File: config.mk
export PLATFORM = sky130hd
export DESIGN_NAME = tx_ctrl_status
export DESIGN_NICKNAME = d
export VERILOG_FILES = /design/src/rtl/tx_csr_pkg.sv /design/src/rtl/tx_csr_bclk.sv /design/src/rtl/tx_csr_dbg.sv /design/src/rtl/tx_csr_flags.sv /design/src/rtl/tx_ctrl_status.sv
export SDC_FILE = /design/constraint.sdc
export NUM_CORES = 1
export LEC_CHECK = 0
export BUFFER_PORTS_ARGS = -buffer_cell sky130_fd_sc_hd__buf_2
export CAP_MARGIN = 10
export CORE_ASPECT_RATIO = 1.4
export CORE_MARGIN = 4
export CORE_UTILIZATION = 33
export DETAILED_ROUTE_END_ITERATION = 16
export PLACE_DENSITY_LB_ADDON = 0.05
export RECOVER_POWER = 100
export SETUP_SLACK_MARGIN = 0.15
export SYNTH_ARGS = -nofsm -noshare
export SYNTH_HDL_FRONTEND = slang
export SYNTH_SLANG_ARGS = --single-unit
File: constraint.sdc
create_clock -name clk -period 1.07 [get_ports clk]
set_input_delay 0.214 -clock clk [delete_from_list [all_inputs] [get_ports clk]]
set_output_delay 0.214 -clock clk [all_outputs]
set_load 0.02 [all_outputs]
File: src/rtl/tx_csr_pkg.sv
// Package: shared bit positions and widths for the transmitter control word.
// Assumes a 32-bit register; every field position below is fixed by software.
package tx_csr_pkg;
    localparam int DATA_W    = 32;
    localparam int NUM_FLAGS = 3;

    localparam int POS_TE    = 31;
    localparam int POS_DBGE  = 30;
    localparam int POS_BCE   = 28;
    localparam int POS_FPR   = 25;
    localparam int POS_SRST  = 24;
    localparam int POS_FLAG0 = 18;   // flags occupy POS_FLAG0 .. POS_FLAG0+NUM_FLAGS-1

    // Flag index order inside the flag vector (lowest bit first).
    localparam int FLG_UNDERRUN = 0;
    localparam int FLG_SYNCERR  = 1;
    localparam int FLG_WORDST   = 2;
endpackage

File: src/rtl/tx_csr_bclk.sv
// Module: bit-clock enable with deferred disable.
// Setting the transmit enable or the clock enable turns the clock on at once.
// A write that clears both only arms a pending disable, which completes on the
// next frame_end pulse in a later cycle. A new set cancels the pending disable.
// Assumes frame_end is a single-cycle pulse synchronous to clk.
module tx_csr_bclk (
    input  logic clk,
    input  logic rst_n,
    input  logic wr_en,
    input  logic wr_te,
    input  logic wr_bce,
    input  logic frame_end,
    output logic bce
);
    logic bce_q;
    logic pend_q;

    // Purpose: track the clock enable and its pending-disable state.
    always_ff @(posedge clk) begin
        if (!rst_n) begin
            bce_q  <= 1'b0;
            pend_q <= 1'b0;
        end else if (wr_en && (wr_te || wr_bce)) begin
            bce_q  <= 1'b1;
            pend_q <= 1'b0;
        end else if (pend_q && frame_end) begin
            bce_q  <= 1'b0;
            pend_q <= 1'b0;
        end else if (wr_en && bce_q) begin
            pend_q <= 1'b1;
        end
    end

    assign bce = bce_q;
endmodule

File: src/rtl/tx_csr_dbg.sv
// Module: debug halt of the transmitter.
// When debug mode is entered without the debug enable, the transmitter halts
// at the next frame boundary. Leaving debug mode, or setting the enable,
// releases the halt at once. The bit clock is never touched here.
module tx_csr_dbg (
    input  logic clk,
    input  logic rst_n,
    input  logic te,
    input  logic dbg_en,
    input  logic debug_mode,
    input  logic frame_end,
    output logic active
);
    logic halt_q;

    // Purpose: hold the halt state from a frame boundary until debug ends.
    always_ff @(posedge clk) begin
        if (!rst_n) begin
            halt_q <= 1'b0;
        end else if (!debug_mode || dbg_en) begin
            halt_q <= 1'b0;
        end else if (frame_end) begin
            halt_q <= 1'b1;
        end
    end

    assign active = te && !halt_q;
endmodule

File: src/rtl/tx_csr_flags.sv
// Module: bank of sticky write-one-to-clear flags.
// Each flag is set by its event, cleared by a 1 in its clear bit, and forced
// to 0 while hold_clr is high. An event wins over a clear in the same cycle.
module tx_csr_flags #(
    parameter int N = 3
) (
    input  logic         clk,
    input  logic         rst_n,
    input  logic         hold_clr,
    input  logic [N-1:0] evt,
    input  logic [N-1:0] clr,
    output logic [N-1:0] flags
);
    for (genvar i = 0; i < N; i++) begin : g_flag
        logic f_q;

        // Purpose: one sticky flag with set-over-clear priority.
        always_ff @(posedge clk) begin
            if (!rst_n || hold_clr) begin
                f_q <= 1'b0;
            end else if (evt[i]) begin
                f_q <= 1'b1;
            end else if (clr[i]) begin
                f_q <= 1'b0;
            end
        end

        assign flags[i] = f_q;
    end
endmodule

File: src/rtl/tx_ctrl_status.sv
// Module: transmitter control/status register (top).
// Decodes single-cycle writes, holds the plain control bits, produces the
// FIFO pointer reset pulse and assembles the read word. Reserved bits read 0.
// Assumes wr_en is high for one cycle per write and rd_data is sampled freely.
module tx_ctrl_status
    import tx_csr_pkg::*;
(
    input  logic              clk,
    input  logic              rst_n,
    input  logic              wr_en,
    input  logic [DATA_W-1:0] wr_data,
    output logic [DATA_W-1:0] rd_data,
    input  logic              frame_end,
    input  logic              debug_mode,
    input  logic              word_start_evt,
    input  logic              sync_err_evt,
    input  logic              underrun_evt,
    output logic              bclk_en,
    output logic              tx_active,
    output logic              fifo_ptr_rst,
    output logic              tx_soft_rst
);
    localparam int FLAG_HI = POS_FLAG0 + NUM_FLAGS - 1;

    logic                 te_q;
    logic                 dbge_q;
    logic                 srst_q;
    logic                 fpr_q;
    logic                 bce;
    logic                 clr_hold;
    logic [NUM_FLAGS-1:0] evt_vec;
    logic [NUM_FLAGS-1:0] clr_vec;
    logic [NUM_FLAGS-1:0] flags;

    // Purpose: plain read/write control bits and the self-clearing FIFO reset.
    always_ff @(posedge clk) begin
        if (!rst_n) begin
            te_q   <= 1'b0;
            dbge_q <= 1'b0;
            srst_q <= 1'b0;
            fpr_q  <= 1'b0;
        end else begin
            fpr_q <= wr_en && wr_data[POS_FPR];
            if (wr_en) begin
                te_q   <= wr_data[POS_TE];
                dbge_q <= wr_data[POS_DBGE];
                srst_q <= wr_data[POS_SRST];
            end
        end
    end

    // Purpose: gather flag events and clear requests into vectors.
    always_comb begin
        evt_vec = '0;
        evt_vec[FLG_UNDERRUN] = underrun_evt;
        evt_vec[FLG_SYNCERR]  = sync_err_evt;
        evt_vec[FLG_WORDST]   = word_start_evt;
        clr_vec  = wr_en ? wr_data[FLAG_HI:POS_FLAG0] : '0;
        clr_hold = srst_q || (wr_en && wr_data[POS_SRST]);
    end

    tx_csr_bclk u_bclk (
        .clk       (clk),
        .rst_n     (rst_n),
        .wr_en     (wr_en),
        .wr_te     (wr_data[POS_TE]),
        .wr_bce    (wr_data[POS_BCE]),
        .frame_end (frame_end),
        .bce       (bce)
    );

    tx_csr_dbg u_dbg (
        .clk        (clk),
        .rst_n      (rst_n),
        .te         (te_q),
        .dbg_en     (dbge_q),
        .debug_mode (debug_mode),
        .frame_end  (frame_end),
        .active     (tx_active)
    );

    tx_csr_flags #(.N(NUM_FLAGS)) u_flags (
        .clk      (clk),
        .rst_n    (rst_n),
        .hold_clr (clr_hold),
        .evt      (evt_vec),
        .clr      (clr_vec),
        .flags    (flags)
    );

    // Purpose: assemble the read word; every other bit is reserved and reads 0.
    always_comb begin
        rd_data                    = '0;
        rd_data[POS_TE]            = te_q;
        rd_data[POS_DBGE]          = dbge_q;
        rd_data[POS_BCE]           = bce;
        rd_data[POS_SRST]          = srst_q;
        rd_data[FLAG_HI:POS_FLAG0] = flags;
    end

    assign bclk_en      = bce;
    assign fifo_ptr_rst = fpr_q;
    assign tx_soft_rst  = srst_q;
endmodule

* Word level (Yosys, flattened, before mapping) *
Cells that the tools add are included.
Widths: inputs -> output; s select.

storage, ports and cells
  bits in registers = 10
  input port bits = 40
  output and inout bits = 36
  logic and storage cells = 39

cells by class
  mux-type cells = 9
  bitwise operators = 1
  reduce and logical (&&, ||, !) cells = 19

operator list
  cell               number
  $mux 1             8
  $reduce_bool 2->1  4
  $logic_and 1x1->1  6
  $logic_or 1x1->1   4
  $logic_not 1->1    3
  $mux 3             1
  $reduce_or 3->1    1
  $reduce_or 2->1    1
  $not 1->1          1

* Longest topological paths before layout *
  depth after elaboration = 3
  gate-level depth with buffers = 3
  gate-level depth less buffers = 2

* Cells and area by module *
A second synthesis with hierarchy kept.

unflattened totals
  cells, all modules = 75
  area, all modules = 670.6 sq um

modules (own cells, without submodules)
  module          instances  cells an instance  area each (sq um)
  tx_ctrl_status  1          46                 400.4
  tx_csr_flags    1          16                 133.9
  tx_csr_bclk     1          8                  90.1
  tx_csr_dbg      1          5                  46.3

* Worst setup path after synthesis *
OpenSTA, ideal clock, no wires.

  kind = register to register
  from = register, netlist name u_bclk.bce
  to = register u_bclk.bce_q (netlist: u_bclk.bce)
  library setup time = 0.076 ns
  arrival time = 0.809 ns
  data required time = 0.994 ns
  setup slack = 0.186 ns
  stages on the path, launching flop included = 3
  buffers on the path = 0
  clock period less this slack = 0.884 ns
  path through = dfxtp_1 a21bo_2 a21boi_0

RTL lines
  element                 RTL line           text
  end signal: assignment  tx_csr_bclk.sv:21  bce_q <= 1'b0;
  end signal: assignment  tx_csr_bclk.sv:24  bce_q <= 1'b1;
  end signal: assignment  tx_csr_bclk.sv:27  bce_q <= 1'b0;
  end: declaration        tx_csr_bclk.sv:15  logic bce_q;

* Final worst setup path *
  from = register te_q
  to = output tx_active

between the ends
  word-level cells in the longest chain between the ends = 1

RTL lines
  element                   RTL line              text
  start: declaration        tx_ctrl_status.sv:25  logic te_q;
  start signal: assignment  tx_ctrl_status.sv:45  te_q <= wr_data[POS_TE];
  $logic_and 1x1->1         tx_csr_dbg.sv:27      assign active = te && !halt_q;
  end: declaration          tx_ctrl_status.sv:19  output logic tx_active,

Every way passes these cells.

==> results.yml <==
timing:
  finalHoldViolCount: 0
  setup_repair_after_global_routing_missed_its_margin: "yes"
  final_period_minus_worst_setup_slack_ns: 1.07
  timing_worst_slew_pin_value_ns: 0.578
  report.final.slew_viol_count: 0
  report.final.setup_viol: 0
  clock_skew_ns: 0.00267
  max_freq_ghz: 0.938
  worst_hold_slack_ns: 0.190
  maxSlewHeadroom_pct: 61.5
  final.period_utilization_pct: 99.6
route:
  route.detailed.vias_per_inst: 3.97
  antenna_left: 0
  drt_wl_total_um: 1240
  post_route_drc_violation_count: 0
  drt_iter0_drc: 2
  wl_per_cell_um: 10.9
  routed-via-count: 453
  detail_route.first_pass.iterations: 2
power_and_ir_drop:
  total_power_mw: 0.927
  power.density_mw_per_mm2: 1200
  p_leak_nw: 0.427
  maximum_vdd_drop_v: 0.000464
synthesis:
  synthesis.area_per_instance_um2: 9.49
  yosys.area_share.simple_pct: 8.85
  yosys.cell_types.count: 19
  ys_seq_elements: 10
  mux_contribution_to_synthesized_area_pct: 4.52
  synth_seq_area_share_pct: 30.1
  synthAdderAreaFrac_pct: 0
  synth_area_um2: 664
  synth_compound_area_share_pct: 16.4
  synth_top_family_by_area: "buffers and inverters"
  ys_warn_count: 0
  synth_cells: 70
  synth_xor_xnor_area_share_pct: 0
finish:
  layout-drive-gt1-share_pct: 41.5
  layoutNonFillerInstCount: 114
  postLayoutCellArea_um2: 774
  area_growth_syn_to_layout_pct: 16.6
  commonest_non_fill_non_tap_cell_in_the_layout: "sky130_fd_sc_hd__conb_1"
  layout.nets: 136
  antenna_cells: 0
  mostFrequentLayoutCells: "sky130_fd_sc_hd__conb_1, sky130_fd_sc_hd__buf_2, sky130_fd_sc_hd__buf_6"
place:
  count_of_input_and_output_buffers: 26
  post-dp-hpwl_um: 953
  number_of_cells_in_the_design_after_placement: 107
  placed_cell_area_um2: 658
  place.gp.congestion: 0.647
run_status:
  outcome: "finished, final reports clean"
worst_setup_path:
  cp.arrival_ns: 0.85
  setup.worst_path.class: "reg2out"
  largest_fanout_of_any_net_on_the_critical_path: 2
  critical_path.max_stage_delay_ns: 0.32
  cp_required_ns: 0.86
  crit_slowest_cell: "sky130_fd_sc_hd__dfxtp_2"
  top_cell_family_by_delay_on_the_critical_path: "flip-flops"
  crit_path_end_kind: "output port"
  startpoint_type: "flip-flop"
  crit_path_cell_trace: "nor2b_1 -> buf_4"
  path_buf_inv: 1
cts:
  clock_tree.htree_level_count: 1
  clk_latency_ns: 0.26
  cts_buffer_depth: 2
  clk_transition_reported_paths_ns: 0.06
  number_of_cts_inserted_buffers: 3
  cts_root_buffer: "sky130_fd_sc_hd__clkbuf_4"
  hold_buffers: 0
  cts_tree: "done"
  clock_sinks: 10
global_route:
  grt_max_degree: 13
  grt_pass1_vias: 413
  first_pass_grt_wire_length_um: 1700
  grt_antenna_before_repair: 0
  global_route.overflow_total: 0
  combined_global_route_utilization_of_all_metal_layers_pct: 8.74
die:
  die_x_um: 45.9
  design.portCount: 76
  overall_die_area_mm2: 0.00281
  floorplan.core_area_mm2: 0.00185
  row_count: 18
  initial_core_util_pct: 36.0
  die-height_um: 61.1
job:
  max_cap_viol_count: 0
min_path:
  holdCritPathClass: "in2reg"
state kept, by name, indices dropped and copies added, names as in the netlist:
signal,cells
u_flags.g_flag.f_q,3
tx_soft_rst,1
u_bclk.bce,1
fifo_ptr_rst,1
te_q,1
dbge_q,1
u_bclk.pend_q,1
u_dbg.halt_q,1
final timing paths:
path / to / slack (ns) / cells after the start / from
worst min register to register: u_dbg.halt_q / 0.54 / 2 / dbge_q
worst max register to register: u_bclk.pend_q / 0.14 / 3 / u_bclk.bce
worst max-delay path: tx_active / 0.004 / 2 / te_q
worst min-delay path: u_flags.g_flag[0].f_q / 0.19 / 2 / wr_data[24]
what timing repair did:
action,4_1_cts,5_1_grt
gates cloned,0,0
pin swaps,1,1
buffers inserted,4,0
setup endpoints to repair,11,13
hold endpoints to repair,0,0
gates resized for setup,32,3
cell type report:
type	instances	area [um2]
fill	208	1070
multi-input combinational	48	293
timing repair buffer	30	221
tap	20	25.0
inverter	3	11.3
clock buffer	3	22.5
sequential	10	201
report_power, final:
group | internal (mW) | leakage [nW] | switching (mW)
clock network | 0.129 | 0.0138 | 0.117
registers | 0.395 | 0.0828 | 0.0147
logic | 0.107 | 0.330 | 0.164
total | 0.631 | 0.427 | 0.296
synthesized netlist by cell type (all sizes together):
| cell type | instances | area [um2] |
|---|---|---|
| nor2b | 5 | 31.3 |
| a21bo | 4 | 40.0 |
| a21boi | 1 | 7.51 |
| mux2i | 3 | 30.0 |
| inv | 3 | 11.3 |
| buf | 33 | 251 |
| nand2b | 1 | 6.26 |
| a221oi | 3 | 38.8 |
| nor2 | 1 | 3.75 |
| dfxtp | 10 | 200 |
| o211ai | 1 | 7.51 |
| and3 | 1 | 7.51 |
| o211a | 1 | 10.0 |
| conb | 1 | 3.75 |
| and3b | 1 | 10.0 |
| o21ai | 1 | 5.00 |
metal layers:
metal | track usage [%] | part of all wire (%) | vias up
li1 | - | - | 223
met1 | 9.12 | 35 | 201
met2 | 14.0 | 52 | 27
met3 | 2.63 | 12 | 2
met4 | 7.32 | 1.4 | 0
met5 | 0 | 0 | -
kinds of logic (layout without fill, tap and decap cells):
logic type	count (synthesis)	count (layout)
buffers and inverters	36	36
AOI/OAI and AO/OA	11	11
DFF	10	10
and+or+nand+nor	9	9
muxes	3	3
other	1	25
stage by stage:
stage	utilization [%]	setup WS (ns)	TNS [ns]
after floorplan	-	0.186	0
after global placement	35.6	0.0979	0
after detailed placement	35.6	0.0856	0
after CTS	43.5	-0.0113	-0.0113
after global routing	41.9	-0.0413	-0.0520
final	41.9	0.00431	0
Note: power is estimated with default switching activity, not from simulation.
